--- src/rtl/rxdma_pkg.sv ---
package rxdma_pkg;
  localparam int REG_W     = 8;
  localparam int THR_W     = 5;
  localparam int UNIT_LOG2 = 5;  // 32-byte units
  localparam logic [THR_W-1:0] THR_RST = 5'd4;
endpackage

--- src/rtl/rxu_thr_reg.sv ---
module rxu_thr_reg
  import rxdma_pkg::*;
(
  input  logic             clk_i,
  input  logic             rst_ni,
  input  logic             we_i,
  input  logic [REG_W-1:0] wdata_i,
  output logic [THR_W-1:0] thr_o,
  output logic [REG_W-1:0] rdata_o
);
  logic [THR_W-1:0] thr_q;

  always_ff @(posedge clk_i or negedge rst_ni) begin
    if (!rst_ni)   thr_q <= THR_RST;
    else if (we_i) thr_q <= wdata_i[THR_W-1:0];
  end

  assign thr_o   = thr_q;
  assign rdata_o = {{(REG_W-THR_W){1'b0}}, thr_q};


  p_wr_r2: assert property (@(posedge clk_i) disable iff (!rst_ni)
    we_i |=> rdata_o[THR_W-1:0] == $past(wdata_i[THR_W-1:0]));
  p_hold_r2: assert property (@(posedge clk_i) disable iff (!rst_ni)
    !we_i |=> $stable(thr_o));
endmodule

--- src/rtl/rxu_urgent.sv ---
module rxu_urgent
  import rxdma_pkg::*;
#(
  parameter int CNT_W = 12
) (
  input  logic [CNT_W-1:0] free_i,
  input  logic [THR_W-1:0] thr_i,
  output logic             urg_o
);
  logic [CNT_W-1:0] limit;

  always_comb begin
    limit = CNT_W'(thr_i) << UNIT_LOG2;
    urg_o = free_i < limit;  // strict: zero level never fires
  end
endmodule

--- src/rtl/rxu_burst.sv ---
module rxu_burst #(
  parameter int FIFO_BYTES = 2048,
  parameter int CNT_W      = 12
) (
  input  logic [CNT_W-1:0] free_i,
  input  logic [CNT_W-1:0] burst_i,
  output logic             hit_o
);
  localparam logic [CNT_W-1:0] DEPTH = CNT_W'(FIFO_BYTES);
  logic [CNT_W-1:0] used;

  always_comb begin
    used  = (free_i >= DEPTH) ? '0 : DEPTH - free_i;
    hit_o = (used != '0) && (used >= burst_i);
  end
endmodule

--- src/rtl/rxdma_req_gen.sv ---
module rxdma_req_gen
  import rxdma_pkg::*;
#(
  parameter  int FIFO_BYTES = 2048,
  localparam int CNT_W      = $clog2(FIFO_BYTES + 1)
) (
  input  logic             clk_i,
  input  logic             rst_ni,
  input  logic [CNT_W-1:0] fifo_free_i,
  input  logic [CNT_W-1:0] burst_thresh_i,
  input  logic             reg_we_i,
  input  logic [REG_W-1:0] reg_wdata_i,
  output logic [REG_W-1:0] reg_rdata_o,
  output logic             req_norm_o,
  output logic             req_urg_o,
  output logic             urg_prio_o
);
  logic [THR_W-1:0] thr;
  logic             urg, hit;

  rxu_thr_reg u_reg (
    .clk_i, .rst_ni, .we_i(reg_we_i), .wdata_i(reg_wdata_i),
    .thr_o(thr), .rdata_o(reg_rdata_o)
  );

  rxu_urgent #(.CNT_W(CNT_W)) u_urg (
    .free_i(fifo_free_i), .thr_i(thr), .urg_o(urg)
  );

  rxu_burst #(.FIFO_BYTES(FIFO_BYTES), .CNT_W(CNT_W)) u_burst (
    .free_i(fifo_free_i), .burst_i(burst_thresh_i), .hit_o(hit)
  );

  // urgent wins over the burst rule
  assign req_urg_o  = urg;
  assign urg_prio_o = urg;
  assign req_norm_o = hit & ~urg;

  p_onehot_r9: assert property (@(posedge clk_i) disable iff (!rst_ni)
    $onehot0({req_norm_o, req_urg_o}));
  p_prio_r9: assert property (@(posedge clk_i) disable iff (!rst_ni)
    req_urg_o |-> urg_prio_o);
  p_zero_off_r6: assert property (@(posedge clk_i) disable iff (!rst_ni)
    (reg_rdata_o == '0) |-> !req_urg_o);
  p_bypass_r8: assert property (@(posedge clk_i) disable iff (!rst_ni)
    (urg && !hit) |-> req_urg_o);
  p_norm_data_r7: assert property (@(posedge clk_i) disable iff (!rst_ni)
    req_norm_o |-> (fifo_free_i < CNT_W'(FIFO_BYTES)));
endmodule

--- config.mk ---
export PLATFORM = sky130hd
export DESIGN_NAME = rxdma_req_gen
export DESIGN_NICKNAME = d
export VERILOG_FILES = /design/src/rtl/rxdma_pkg.sv /design/src/rtl/rxu_thr_reg.sv /design/src/rtl/rxu_urgent.sv /design/src/rtl/rxu_burst.sv /design/src/rtl/rxdma_req_gen.sv
export SDC_FILE = /design/constraint.sdc
export NUM_CORES = 1
export LEC_CHECK = 0
export ABC_AREA = 1
export BUFFER_PORTS_ARGS = -buffer_cell sky130_fd_sc_hd__buf_2
export CAP_MARGIN = 20
export CORE_ASPECT_RATIO = 0.9
export CORE_UTILIZATION = 51
export DETAILED_ROUTE_END_ITERATION = 16
export PLACE_DENSITY = 0.93
export SLEW_MARGIN = 20
export SYNTH_ARGS = -nofsm -noshare
export SYNTH_HDL_FRONTEND = slang
export SYNTH_SLANG_ARGS = --single-unit
export TNS_END_PERCENT = 5
--- constraint.sdc ---
create_clock -name clk_i -period 5.4 [get_ports clk_i]
set_clock_uncertainty 0.1 [all_clocks]
set_input_delay 0.27 -clock clk_i [delete_from_list [all_inputs] [get_ports clk_i]]
set_output_delay 0.27 -clock clk_i [all_outputs]
set_load 0.01 [all_outputs]
==> impl_metrics.py <==
metrics = {
    "grt": {
        "grt.overflow.total": 0,
        "grt_usage_pct": 21.72,
        "grt_max_degree": 12,
        "grt_first_pass_wirelength_mm": 3.739,
        "first_global_vias": 964,
        "antenna_found_initial": 0,
    },
    "clocking": {
        "cts_buffers": 3,
        "clk_pin_slew_worst_paths_ns": 0.05,
        "ctsRootBufferMaster": "clkbuf_4",
        "post_cts_buffers": 0,
        "cts.path.max_buffers": 2,
        "clock_sinks": 5,
        "insertion_delay_ns": 0.24,
        "cts.htree.levels": 1,
        "cts_tree": "done",
    },
    "yosys": {
        "yosys-top-cells-count": "inv_1 (40), nand2_1 (39), ha_1 (17)",
        "synth_area_leader_cell": "ha_1",
        "yosysWarnings": 0,
        "synthFlopType": "dfrtp_1",
        "ys_top_cells_by_area": "ha_1 (20%), inv_1 (14%), nand2_1 (14%), dfrtp_1 (9.4%), nor2_1 (5.3%)",
        "synth_most_common_cell": "inv_1",
        "synth_cells": 178,
        "yosysTopAreaCellShare_pct": 19.88,
        "ys_seq_area_share_pct": 11.81,
        "syn_area_per_cell_um2": 6.010,
        "synth_edf_count": 0,
        "synth_seq_cells": 5,
        "synth_cell_type_count": 26,
        "synthArstFlopShare_pct": 100.0,
        "synth.cell_area_mm2": 0.001070,
    },
    "setup_path": {
        "crit_type": "in2out",
        "worstSetupStartpointType": "input port",
        "arrival_ns": 2.31,
        "r2r-start": "u_reg.thr_o[2]$_DFFE_PN1P_",
        "crit_fanout": 5,
        "setup.worst_path.start": "fifo_free_i[0]",
        "reg2reg_depth": 2,
        "cp_data_required_time_ns": 5.03,
        "worstSetupEndpoint": "req_norm_o",
        "r2r_end": "u_reg.thr_o[2]$_DFFE_PN1P_",
        "rrSetupSlack_ns": 4.52,
        "cp-end-kind": "output pin",
    },
    "worst_hold_path": {
        "min_path_type": "in2reg",
    },
    "sta": {
        "final_max_slew_viol_count": 0,
        "finalHoldViolations": 0,
        "min_period_ns": 2.682,
        "fin_crit_sh_pct": 49.66,
        "grt_setup_unrepaired": "no",
        "setup_tns_ns": 0,
        "hold_ws_ns": 0.1265,
        "setup_viol": 0,
        "max_freq_mhz": 372.9,
    },
    "place": {
        "dpl.cell_count": 238,
        "port_buffers": 39,
        "place_congestion": 0.8784,
        "hpwlAfterDp_mm": 1.951,
    },
    "detailed_routing": {
        "wl_mm": 2.260,
        "wl_per_cell_um": 9.300,
        "first_iter_violations": 17,
        "drc": 0,
        "drtPass1Iterations": 4,
        "detail-route-antenna-nets": 0,
        "routed_via_density": 4.786,
        "vias": 1163,
    },
    "layout": {
        "final_cells": 243,
        "ff_latch_area_um2": 126.4,
        "fillers": 183,
        "syn_to_final_growth_pct": 21.05,
        "utilization_pct": 66.35,
        "antenna_cells": 0,
        "multiInputGateArea_um2": 737.0,
        "largest_reg_flops": 5,
        "fin_nets": 271,
        "drive_gt1_share_pct": 27.06,
    },
    "pwr": {
        "p_leak_nw": 0.8222,
        "ir_drop_mv": 0.1196,
        "power_density_mw_per_mm2": 129.8,
    },
    "outcome": {
        "status": "finished clean",
    },
    "floorplan": {
        "ios": 46,
        "core_mm2": 0.001952,
        "die_x_um": 50.28,
        "fp.dieArea_mm2": 0.002285,
        "die_h_um": 45.45,
        "initial_core_util_pct": 54.81,
        "rows": 15,
    },
    "flow_run": {
        "maxCapViolations": 0,
    },
}
[through the flow]
stage,setup slack (ns),power (mW),instance area [um2]
after floorplan,3.102,0.09545,1077
after global placement,2.750,0.1195,1259
after detailed placement,2.706,0.1223,1259
after CTS,2.709,0.1691,1295
after global routing,2.506,0.1851,1295
final,2.718,0.1680,1295
[timing repair]
item,CTS,global route
hold endpoints to repair,5,0
resized for setup,0,0
hold buffers,1,0
setup endpoints to repair,0,0
[where the power goes]
part | internal (mW) | switching, mW
Combinational | 0.0328 | 0.0466
Clock | 0.0281 | 0.0176
Sequential | 0.0414 | 0.00163
[cell families after synthesis]
group,synth area share [%]
simple gates,34.97
buf+inv,20.00
compound gates,12.98
fa+ha+maj,19.88
flops,11.81
other cells,0.3505
[final cells by class]
cell class	count	share of cell area, %
flip-flops and latches	5	9.758
clock buffers	4	2.029
multi-input cells	124	56.91
well taps	25	2.415
repair buffers	40	15.85
inverters	45	13.04
[worst min path at each step]
stage,slack [ns],cells after the start,startpoint,to
5_1_grt,0.13,3,reg_wdata_i[4],u_reg.thr_o[4]$_DFFE_PN0P_
3_5_place_dp,-0.01,1,rst_ni,u_reg.thr_o[4]$_DFFE_PN0P_
2_1_floorplan,-0.13,0,rst_ni,u_reg.thr_o[0]$_DFFE_PN0P_
6_report,0.13,3,reg_wdata_i[4],u_reg.thr_o[4]$_DFFE_PN0P_
4_1_cts,0.13,3,reg_wdata_i[4],u_reg.thr_o[4]$_DFFE_PN0P_
3_3_place_gp,-0.01,1,rst_ni,u_reg.thr_o[4]$_DFFE_PN0P_
[critical path, cell delays in order]
cell and delay, ns:
buf_2 0.13, inv_2 0.09, ha_1 0.24, nand3_2 0.12, nor2_2 0.15, nand3_1 0.09
nand3_1 0.12, inv_1 0.06, ha_1 0.26, nand2_1 0.06, nor2_1 0.16, and2_1 0.14
nand2_1 0.05, nand4_1 0.07, nand2_1 0.05, a21oi_1 0.12, buf_2 0.15
[cell usage in the layout (no fill, tap or decap), drive strengths merged]
cell type	count
conb	3
dfstp	1
clkbuf	4
dlygate4sd3	1
nor2	20
o21a	1
nand3	13
a21oi	10
o211ai	1
nand4	3
o21ai	11
a211oi	1
dfrtp	4
clkinv	1
inv	44
buf	39
ha	17
nand2	43
and2	1
[routing by layer]
metal | track usage [%] | part of all wire, %
met1 | 26.72 | 46
met2 | 38.93 | 48
met3 | 4.000 | 4.6
met4 | 6.286 | 0.84
met5 | 0 | 0
No activity file was read; power rests on OpenSTA's default activity.
